==> src/rtl/lpcwin_pkg.sv <==
package lpcwin_pkg;
  localparam int CFG_AW = 4;
  localparam logic [CFG_AW-1:0] WIN_OFS  = 4'h8;
  localparam logic [CFG_AW-1:0] MASK_OFS = 4'hC;

  typedef enum logic [1:0] {
    SEL_NONE = 2'd0,
    SEL_WIN  = 2'd1,
    SEL_MASK = 2'd2
  } reg_sel_e;

  function automatic reg_sel_e decode_sel(input logic [CFG_AW-1:0] ofs);
    if (ofs == WIN_OFS)       return SEL_WIN;
    else if (ofs == MASK_OFS) return SEL_MASK;
    else                      return SEL_NONE;
  endfunction
endpackage

==> src/rtl/lpcwin_regs.sv <==
module lpcwin_regs
  import lpcwin_pkg::*;
#(
  parameter int ADDR_W = 32
) (
  input  logic              clk,
  input  logic              rst_n,
  input  logic              cfg_we,
  input  logic [CFG_AW-1:0] cfg_waddr,
  input  logic [ADDR_W-1:0] cfg_wdata,
  input  logic [CFG_AW-1:0] cfg_raddr,
  output logic [ADDR_W-1:0] cfg_rdata,
  output logic [ADDR_W-1:0] win_q,
  output logic [ADDR_W-1:0] mask_q
);
  reg_sel_e wsel, rsel;

  always_comb begin
    wsel = cfg_we ? decode_sel(cfg_waddr) : SEL_NONE;
    rsel = decode_sel(cfg_raddr);
  end

  always_ff @(posedge clk) begin
    if (!rst_n) begin
      win_q  <= '0;
      mask_q <= '0;
    end else begin
      if (wsel == SEL_WIN)  win_q  <= cfg_wdata;
      if (wsel == SEL_MASK) mask_q <= cfg_wdata;
    end
  end

  always_comb begin
    unique case (rsel)
      SEL_WIN:  cfg_rdata = win_q;
      SEL_MASK: cfg_rdata = mask_q;
      default:  cfg_rdata = '0;
    endcase
  end

  // window register update lands one cycle after the strobe
  a_r2_win_load: assert property (@(posedge clk) disable iff (!rst_n)
    (cfg_we && cfg_waddr == WIN_OFS) |=> (win_q == $past(cfg_wdata)));
  // mask register update lands one cycle after the strobe
  a_r2_mask_load: assert property (@(posedge clk) disable iff (!rst_n)
    (cfg_we && cfg_waddr == MASK_OFS) |=> (mask_q == $past(cfg_wdata)));
  // writes elsewhere leave both registers untouched
  a_r3_stray_write: assert property (@(posedge clk) disable iff (!rst_n)
    (cfg_we && cfg_waddr != WIN_OFS && cfg_waddr != MASK_OFS)
      |=> ($stable(win_q) && $stable(mask_q)));
  // registers are clear on leaving reset
  a_r1_reset_clear: assert property (@(posedge clk) disable iff (!rst_n)
    $rose(rst_n) |-> (win_q == '0 && mask_q == '0));
endmodule

==> src/rtl/lpcwin_match.sv <==
module lpcwin_match #(
  parameter int PAGE_W = 16
) (
  input  logic [PAGE_W-1:0] req_page,
  input  logic [PAGE_W-1:0] host_page,
  input  logic [PAGE_W-1:0] keep_mask,
  output logic              hit
);
  function automatic logic page_match(input logic [PAGE_W-1:0] req,
                                      input logic [PAGE_W-1:0] ref_page,
                                      input logic [PAGE_W-1:0] dont_care);
    return (((req ^ ref_page) & ~dont_care) == '0);
  endfunction

  assign hit = page_match(req_page, host_page, keep_mask);
endmodule

==> src/rtl/lpcwin_merge.sv <==
module lpcwin_merge #(
  parameter int PAGE_W = 16
) (
  input  logic [PAGE_W-1:0] req_page,
  input  logic [PAGE_W-1:0] tgt_page,
  input  logic [PAGE_W-1:0] repl_mask,
  input  logic [PAGE_W-1:0] keep_mask,
  output logic [PAGE_W-1:0] out_page
);
  for (genvar k = 0; k < PAGE_W; k++) begin : g_bit
    assign out_page[k] = (tgt_page[k] & repl_mask[k]) | (req_page[k] & keep_mask[k]);
  end
endmodule

==> src/rtl/lpcwin_xlate.sv <==
module lpcwin_xlate
  import lpcwin_pkg::*;
#(
  parameter int ADDR_W = 32
) (
  input  logic              clk,
  input  logic              rst_n,
  input  logic              cfg_we,
  input  logic [3:0]        cfg_waddr,
  input  logic [ADDR_W-1:0] cfg_wdata,
  input  logic [3:0]        cfg_raddr,
  output logic [ADDR_W-1:0] cfg_rdata,
  input  logic [ADDR_W-1:0] host_addr,
  output logic              win_hit,
  output logic [ADDR_W-1:0] bus_addr
);
  localparam int PAGE_W = ADDR_W / 2;

  logic [ADDR_W-1:0] win_q, mask_q;
  logic [PAGE_W-1:0] req_page, tgt_page, host_page, repl_mask, keep_mask;
  logic [PAGE_W-1:0] merged_page;
  logic              match_hit;

  lpcwin_regs #(.ADDR_W(ADDR_W)) u_regs (
    .clk(clk), .rst_n(rst_n),
    .cfg_we(cfg_we), .cfg_waddr(cfg_waddr), .cfg_wdata(cfg_wdata),
    .cfg_raddr(cfg_raddr), .cfg_rdata(cfg_rdata),
    .win_q(win_q), .mask_q(mask_q)
  );

  assign req_page  = host_addr[ADDR_W-1:PAGE_W];
  assign tgt_page  = win_q[ADDR_W-1:PAGE_W];
  assign host_page = win_q[PAGE_W-1:0];
  assign repl_mask = mask_q[ADDR_W-1:PAGE_W];
  assign keep_mask = mask_q[PAGE_W-1:0];

  lpcwin_match #(.PAGE_W(PAGE_W)) u_match (
    .req_page(req_page), .host_page(host_page),
    .keep_mask(keep_mask), .hit(match_hit)
  );

  lpcwin_merge #(.PAGE_W(PAGE_W)) u_merge (
    .req_page(req_page), .tgt_page(tgt_page),
    .repl_mask(repl_mask), .keep_mask(keep_mask), .out_page(merged_page)
  );

  assign win_hit  = match_hit;
  assign bus_addr = match_hit ? {merged_page, host_addr[PAGE_W-1:0]} : '0;

  // a miss drives a zero internal address
  a_r7_miss_zero: assert property (@(posedge clk) disable iff (!rst_n)
    !win_hit |-> (bus_addr == '0));
  // offset within the page survives translation
  a_r5_low_pass: assert property (@(posedge clk) disable iff (!rst_n)
    win_hit |-> (bus_addr[PAGE_W-1:0] == host_addr[PAGE_W-1:0]));
  // with both registers clear only page zero hits, and maps to page zero
  a_r1_default_window: assert property (@(posedge clk) disable iff (!rst_n)
    (win_q == '0 && mask_q == '0 && win_hit) |-> (bus_addr[ADDR_W-1:PAGE_W] == '0));
endmodule

==> config.mk <==
export PLATFORM = sky130hd
export DESIGN_NAME = lpcwin_xlate
export DESIGN_NICKNAME = d
export VERILOG_FILES = /design/src/rtl/lpcwin_pkg.sv /design/src/rtl/lpcwin_regs.sv /design/src/rtl/lpcwin_match.sv /design/src/rtl/lpcwin_merge.sv /design/src/rtl/lpcwin_xlate.sv
export SDC_FILE = /design/constraint.sdc
export NUM_CORES = 1
export LEC_CHECK = 0
export BUFFER_PORTS_ARGS = -buffer_cell sky130_fd_sc_hd__buf_2
export CAP_MARGIN = 10
export CORE_ASPECT_RATIO = 1.1
export CORE_MARGIN = 5
export CORE_UTILIZATION = 49
export DETAILED_ROUTE_END_ITERATION = 10
export GPL_TIMING_DRIVEN = 0
export PLACE_DENSITY_LB_ADDON = 0.2
export SETUP_SLACK_MARGIN = 0.5
export SLEW_MARGIN = 20
export SYNTH_ARGS = -nofsm -noshare
export SYNTH_HDL_FRONTEND = slang
export SYNTH_SLANG_ARGS = --single-unit
export TNS_END_PERCENT = 1
==> constraint.sdc <==
create_clock -name clk -period 2 [get_ports clk]
set_clock_uncertainty 0.05 [all_clocks]
set_input_delay 0.2 -clock clk [delete_from_list [all_inputs] [get_ports clk]]
set_output_delay 0.2 -clock clk [all_outputs]
set_load 0.02 [all_outputs]
# ---- Word-level counts from Yosys, hierarchy flattened
# Cells that the tools add are included.
dict set report totals {
  wordCells 69
  regBits 64
  output_inout_bits 65
}
dict set report op_classes {
  n_eq_ne 8
  n_reduce_logical 1
  bitwise_logic 51
  n_mux 7
}
# op count
set op_table {}
lappend op_table {{$pmux 32 s2} 1}
lappend op_table {{$and 1x1->1} 32}
lappend op_table {{$mux 32} 1}
lappend op_table {{$and 16x16->16} 1}
lappend op_table {{$eq 4x4->1 const B} 4}
lappend op_table {{$logic_not 16->1} 1}
lappend op_table {{$not 16->16} 1}
lappend op_table {{$or 1x1->1} 16}
lappend op_table {{$xor 16x16->16} 1}
lappend op_table {{$mux 2} 5}
lappend op_table {{$eq 2x1->1 const B} 2}
lappend op_table {{$eq 2x2->1 const B} 2}

# ---- Logic depth before layout (Yosys ltp)
# Gate-level depths: netlist of the first run.
dict set report logic_depth {
  ltp_word 5
  ltp_mapped 6
}

# ---- By module
# A second synthesis of the first run with hierarchy kept.
dict set report hier_totals {
  cells_unflattened 364
  area_unflattened_um2 3453.3
}
# module area_each_um2 seq_area_each_um2 cells_per_inst n_inst
set modules_own_cells {}
lappend modules_own_cells {lpcwin_regs 2849.0 1281.2 286 1}
lappend modules_own_cells {lpcwin_xlate 255.2 0.0 35 1}
lappend modules_own_cells {lpcwin_match 209.0 0.0 27 1}
lappend modules_own_cells {lpcwin_merge 140.1 0.0 16 1}

# ---- Worst setup path after synthesis of the first run
# OpenSTA, ideal clock, no wires.
dict set report synth_timing {
  kind {register to output}
  start {register u_regs.win_q[11]}
  end {output bus_addr[16]}
  stages_incl_launch_ff 6
  arrival_time_ns 1.725
  slack_ns 0.025
  cell_sequence {dfxtp_1 > xnor2_1 > o22ai_1 > or4_1 > buf_6 > nor3_1}
}
dict set report synth_via {
  elab_chain_len 4
}
# item line
set synth_lines {}
lappend synth_lines {{start, declared} lpcwin_regs.sv:13} ;# output logic [ADDR_W-1:0] win_q,
lappend synth_lines {{start signal, assigned} lpcwin_regs.sv:28} ;# if (wsel == SEL_WIN) win_q <= cfg_wdata;
lappend synth_lines {{$xor 16x16->16} lpcwin_match.sv:12} ;# return (((req ^ ref_page) & ~dont_care) == '0);
lappend synth_lines {{$and 16x16->16} lpcwin_match.sv:12}
lappend synth_lines {{$logic_not 16->1} lpcwin_match.sv:12}
lappend synth_lines {{$mux 32} lpcwin_xlate.sv:48} ;# assign bus_addr = match_hit ? {merged_page, host_addr[PAGE_W-1:0]} : '0;
lappend synth_lines {{end, declared} lpcwin_xlate.sv:15} ;# output logic [ADDR_W-1:0] bus_addr
# No other way between the ends.

# ---- Worst setup path after layout of the first run
dict set report layout_timing {
  start {register u_regs.win_q[14]}
  end {output bus_addr[18]}
}
# Same word-level chain as after synthesis.

==> results_dict.tcl, run 1 <==
set metrics [dict create \
    synth_seq_cells 64 \
    syn_inst 422 \
    cp_data_arrival_time_ns 2.23 \
    ys_seq_area_frac 0.370 \
    worst_slew_pin_slew_ns 0.624 \
    r2r-start "u_regs.win_q[25]" \
    grt_pass1_vias 3990 \
    syn-cell-area_um2 3470 \
    synth_xor_area_frac 0.0404 \
    cts_buffers 9 \
    ios 140 \
    drv_slew 0 \
    drt_iter0_markers 334 \
    drc 0 \
    hold_class "in2reg" \
    grt_use_total 0.283 \
    cp_max_fo 6 \
    ctsRootBufferMaster "clkbuf_8" \
    layout_setup_ws_ns -0.477 \
    coreArea_um2 6970 \
    antenna_found_initial 0 \
    min_period_ns 2.48 \
    fin_hold_ws_ns 0.0555 \
    violations "setup timing" \
    drt-vias-per-instance 5.82 \
    syn-num-nets 497 \
    wl_per_cell_um 19.7 \
    hp-start "cfg_wdata[7]" \
    cts_tree "yes" \
    synthAdderAreaFrac 0 \
    fill_cells 444 \
    ys_types 24 \
    synth_area_per_cell_um2 8.22 \
    cap_viol_max_count 0 \
    crit_family "simple AND/OR/NAND/NOR gates" \
    max-slew-margin-rel 0.584 \
    max_stage_delay_ns 0.58 \
    first_pass_iters 5 \
    grt_start_max_net_pins 12 \
    die_y_um 98.2 \
    postPlaceCellArea_um2 4520 \
    synth.area.mux_share 0 \
    outcome "complete, but fails checks" \
    initial_core_util 0.498 \
    die_x_um 90.2 \
    fin_crit_sh 1.24 \
    cp.required_ns 1.75 \
    cpMaxStageDelayCell "or4_4" \
    startpoint "u_regs.win_q[14]" \
    cts.clk_slew.worst_paths_ns 0.08 \
    crit_buf_inv 3 \
    startpoint_type "register" \
    design_area_um2 5580 \
    yosys_warnings 0 \
    rsz0062_at_grt "yes" \
    synth_compound_area_frac 0.268 \
    die-area_um2 8860 \
    drive_gt1_frac 0.424 \
    p_leak_nw 2.47 \
    num_rows 32 \
    ir_worst_vdd_mv 0.524 \
    fmax_mhz 404 \
    worstPathCellList "xnor2_2 > o22ai_1 > or4_4 > buf_12 > buf_12 > nor3_4 > buf_6" \
    yosys.area_share.simple 0.248 \
    ctsLongestPathBuffers 2 \
    power_mw 3.21 \
    setup_viol 33 \
    vias 3898 \
    cp_common_cell "buf_12" \
    ant_nets 0 \
    gp_congestion 0.878 \
    grt_pass1_wl_um 20100 \
    pwr_density_cell_nw_per_um2 576 \
    port-buffer-count 138 \
    critPathCaptureType "output pin" \
    synth_top_family_by_area "compound AO/OA/AOI/OAI gates" \
    cts_sinks 64 \
    hold_violations 0 \
    diodes 0 \
    grt_overflow 0 \
    setup_tns_ns -14.08 \
    hpwlAfterDp_um 8490 \
    clk-insertion-delay-late_ns 0.34 \
    crit_type "reg2out" \
    wl_um 13200 \
    fin_nets 655 \
    areaGrowthSynthToFinish_pct 60.8 \
    htreeDepth 3 \
]
[worst paths after layout]
path	to	slack, ns	cells past startpoint
worst max-delay path	bus_addr[18]	-0.48	7
worst min-delay path	u_regs.win_q[7]	0.06	3
worst max register to register	u_regs.win_q[25]	1.10	2
worst min register to register	u_regs.win_q[28]	0.43	2
[report_power, final]
part | switching (mW) | internal, mW
logic | 0.157 | 0.139
registers | 0.0173 | 1.29
clock network | 0.532 | 1.08
[worst min-delay path, stage by stage]
cell	delay [ns]
buf_2	0.10
nand2_1	0.05
a21boi_0	0.07
[layout make-up]
class	count	area, µm²	share of cell area
clock inverters	6	155	0.0278
plain buffers	36	334	0.0599
clock buffers	10	128	0.0229
multi-input cells	306	2260	0.405
repair buffers	147	1230	0.220
inverters	16	60.1	0.0108
well taps	85	106	0.0191
flip-flops and latches	64	1310	0.235
[state kept, by name, indices dropped and copies added (netlist names)]
signal	count
u_regs.mask_q	32
u_regs.win_q	32
[cells in the mapped netlist]
library cell / instances / area [µm²]
clkbuf_1: 24 / 90.1
nor2b_1: 1 / 6.26
buf_8: 2 / 30.0
dfxtp_1: 64 / 1280
buf_2: 4 / 20.0
or4_1: 2 / 15.0
buf_6: 4 / 45.0
nand2_1: 129 / 484
buf_4: 1 / 7.51
nor3_1: 3 / 15.0
and4bb_2: 1 / 12.5
nor3_2: 29 / 290
and2_1: 1 / 6.26
xnor2_1: 16 / 140
a22o_1: 32 / 280
nor4b_1: 1 / 8.76
inv_1: 16 / 60.1
nand2b_1: 1 / 6.26
o22ai_1: 8 / 50.1
a22oi_1: 16 / 120
nor4bb_1: 1 / 10.0
nor2_1: 1 / 3.75
buf_1: 1 / 3.75
a21boi_0: 64 / 480
[cells by family (layout without fill, tap and decap cells)]
logic type / after synthesis / count (layout)
AOI/OAI and AO/OA: 120 / 120
xor gates and xnor gates: 16 / 16
buffers and inverters: 52 / 215
DFF: 64 / 64
and+or+nand+nor: 170 / 170
[metal layers]
| metal | wire (µm) | vias to the layer above | GRT usage |
|---|---|---|---|
| li1 | - | 1768 | - |
| met1 | 5020 | 1844 | 0.336 |
| met2 | 6460 | 241 | 0.480 |
| met3 | 1270 | 45 | 0.0686 |
| met4 | 422 | 0 | 0.132 |
| met5 | 0 | - | 0 |
[cell usage in the layout, fill, tap and decap left out, types with 14 or more instances in the layout]
| cell type | instances |
|---|---|
| a22o_1 | 31 |
| clkbuf_1 | 14 |
| buf_6 | 63 |
| nor3_4 | 30 |
| a22oi_1 | 16 |
| dfxtp_1 | 50 |
| nand2_1 | 129 |
| a21boi_0 | 64 |
| buf_2 | 74 |
| inv_1 | 16 |
[metrics by stage]
stage,worst slack [ns],instances,util
2_1_floorplan,0.123,422,-
3_3_place_gp,-0.195,645,0.649
3_5_place_dp,-0.236,645,0.649
4_1_cts,-0.396,669,0.781
5_1_grt,-0.562,670,0.800
6_report,-0.477,670,0.800
[what timing repair did]
item,in CTS,in global routing
gates resized for setup,161,30
hold buffers,0,0
gates cloned,2,1
buffers inserted,6,0
pin swaps,49,41
setup endpoints to repair,65,94
Power figures use the tool's default switching activity.
==> run 2: changes to the inputs <==
--- a/config.mk
+++ b/config.mk
@@ -9,7 +9,7 @@
 export CAP_MARGIN = 10
 export CORE_ASPECT_RATIO = 1.1
 export CORE_MARGIN = 5
-export CORE_UTILIZATION = 49
+export CORE_UTILIZATION = 43
 export DETAILED_ROUTE_END_ITERATION = 10
 export GPL_TIMING_DRIVEN = 0
 export PLACE_DENSITY_LB_ADDON = 0.2
==> run 2 against run 1 <==
  * The flow still finishes with violations (setup timing)
  * First-iteration DRC count fell by 16%
  * Critical path type unchanged
  * Sequential share of layout area rose by 0.11 points
  * Via count fell by 3.3%
  * Non-clock buffer count rose by 3
  * Utilization fell by 9.5 points
  * Combinational power fell by 2%
  * Setup slack improved by 0.055 ns
==> results_dict.tcl, run 2 (same netlist as run 1, synthesis figures left out) <==
set metrics [dict create \
    vias 3769 \
    ctsLongestPathBuffers 2 \
    ios 140 \
    ir_worst_vdd_mv 0.330 \
    drc 0 \
    drive_gt1_frac 0.423 \
    cpMaxStageDelayCell "or4_4" \
    max-slew-margin-rel 0.579 \
    fin_crit_sh 1.21 \
    cp_data_arrival_time_ns 2.17 \
    grt_use_total 0.257 \
    die_x_um 95.6 \
    critPathCaptureType "output pin" \
    cp.required_ns 1.75 \
    port-buffer-count 138 \
    num_rows 34 \
    wl_per_cell_um 18.3 \
    dp.cells 668 \
    cap_viol_max_count 0 \
    cts_tree "yes" \
    grt_overflow 0 \
    fin_cells 696 \
    worstPathCellList "xnor2_2 > o22ai_1 > or4_4 > buf_12 > buf_16 > nor3_4 > buf_6" \
    pwr_density_cell_nw_per_um2 495 \
    areaGrowthSynthToFinish_pct 60.1 \
    final_common_cell "nand2_1" \
    crit_buf_inv 3 \
    crit_family "simple AND/OR/NAND/NOR gates" \
    cts.clk_slew.worst_paths_ns 0.07 \
    setup_viol 33 \
    power_mw 2.75 \
    p_leak_nw 2.46 \
    ctsRootBufferMaster "clkbuf_8" \
    coreArea_um2 7870 \
    grt_pass1_wl_um 19600 \
    cts_sinks 64 \
    grt_pass1_vias 3869 \
    outcome "complete, but fails checks" \
    die-area_um2 9960 \
    hold_violations 0 \
    cts_buffers 9 \
    gp_congestion 0.877 \
    dp_worst_setup_slack_ns -0.240 \
    top_regs "u_regs.mask_q x32, u_regs.win_q x32" \
    violations "setup timing" \
    worst_slew_pin_slew_ns 0.632 \
    diodes 0 \
    max_stage_delay_ns 0.56 \
    drv_slew 0 \
    fin_nets 658 \
    clk-insertion-delay-late_ns 0.34 \
    startpoint_type "register" \
    fmax_mhz 413 \
    crit_type "reg2out" \
    mostFrequentLayoutCells "nand2_1 (129), buf_2 (76), a21boi_0 (64)" \
    grt_start_max_net_pins 11 \
    drt-vias-per-instance 5.42 \
    ctsHoldBuffers 0 \
    die_y_um 104 \
    cp_max_fo 7 \
    htreeDepth 3 \
    antenna_found_initial 0 \
    initial_core_util 0.441 \
    rsz0062_at_grt "yes" \
    fin_hold_ws_ns 0.0483 \
    first_pass_iters 7 \
    hpwlAfterDp_um 8810 \
    hold_class "in2reg" \
    layout_setup_ws_ns -0.422 \
    ant_nets 0 \
    drt_iter0_markers 279 \
    fill_cells 584 \
    min_period_ns 2.42 \
    wl_um 12800 \
]
run 2: cell types whose count changed in the layout (fill, tap and decap cells not counted), sizes merged:
cell	change
clkinv	+1
clkbuf	+1
buf	+5
bufinv	-4
run 2: area by class of cell:
type	instances	area [µm²]	share of cell area
tap	108	135	0.0243
multi-input combinational	306	2250	0.406
timing repair buffer	150	1230	0.221
buffer	36	368	0.0663
inverter	16	60.1	0.0108
sequential	64	1310	0.236
clock inverter	3	40.0	0.00721
clock buffer	13	159	0.0286
run 2: timing repair:
action	CTS	global route
pin swaps	45	39
cloned	2	0
endpoints found under the setup margin	69	74
setup buffers	9	1
gates resized for setup	165	27
endpoints found under the hold margin	0	0
run 2: path summary, 6_finish.rpt:
kind / startpoint / end / slack (ns) / cells past startpoint
worst max-delay path: u_regs.win_q[9] / bus_addr[20] / -0.42 / 7
worst min-delay path: cfg_wdata[7] / u_regs.win_q[7] / 0.05 / 3
worst max register to register: u_regs.mask_q[14] / u_regs.mask_q[14] / 1.15 / 2
worst min register to register: u_regs.mask_q[16] / u_regs.mask_q[16] / 0.43 / 2
run 2: per-layer routing:
layer  vias to the layer above  part of all wire  track usage
met1                      1755              0.39        0.314
li1                       1777                 -            -
met4                         0             0.035        0.117
met3                        43             0.090       0.0651
met2                       194              0.49        0.418
met5                         -                 0            0
run 2: metrics by stage:
| stage | util | setup TNS, ns | area, µm² |
|---|---|---|---|
| 2_1_floorplan | - | 0 | 3730 |
| 3_3_place_gp | 0.578 | -5.00 | 4550 |
| 3_5_place_dp | 0.578 | -6.36 | 4550 |
| 4_1_cts | 0.690 | -11.97 | 5430 |
| 5_1_grt | 0.705 | -14.57 | 5550 |
| 6_report | 0.705 | -12.73 | 5550 |
run 2: report_power, final:
| part | internal [mW] | leakage [nW] | switching [mW] |
|---|---|---|---|
| sequential | 1.29 | 0.526 | 0.0166 |
| clock | 0.641 | 0.103 | 0.515 |
| combinational | 0.139 | 1.83 | 0.151 |
run 2: worst register-to-register path: stages, from the launching register on:
cell and delay (ns):
dfxtp_1 0.40, nand2_1 0.08, a21boi_0 0.23
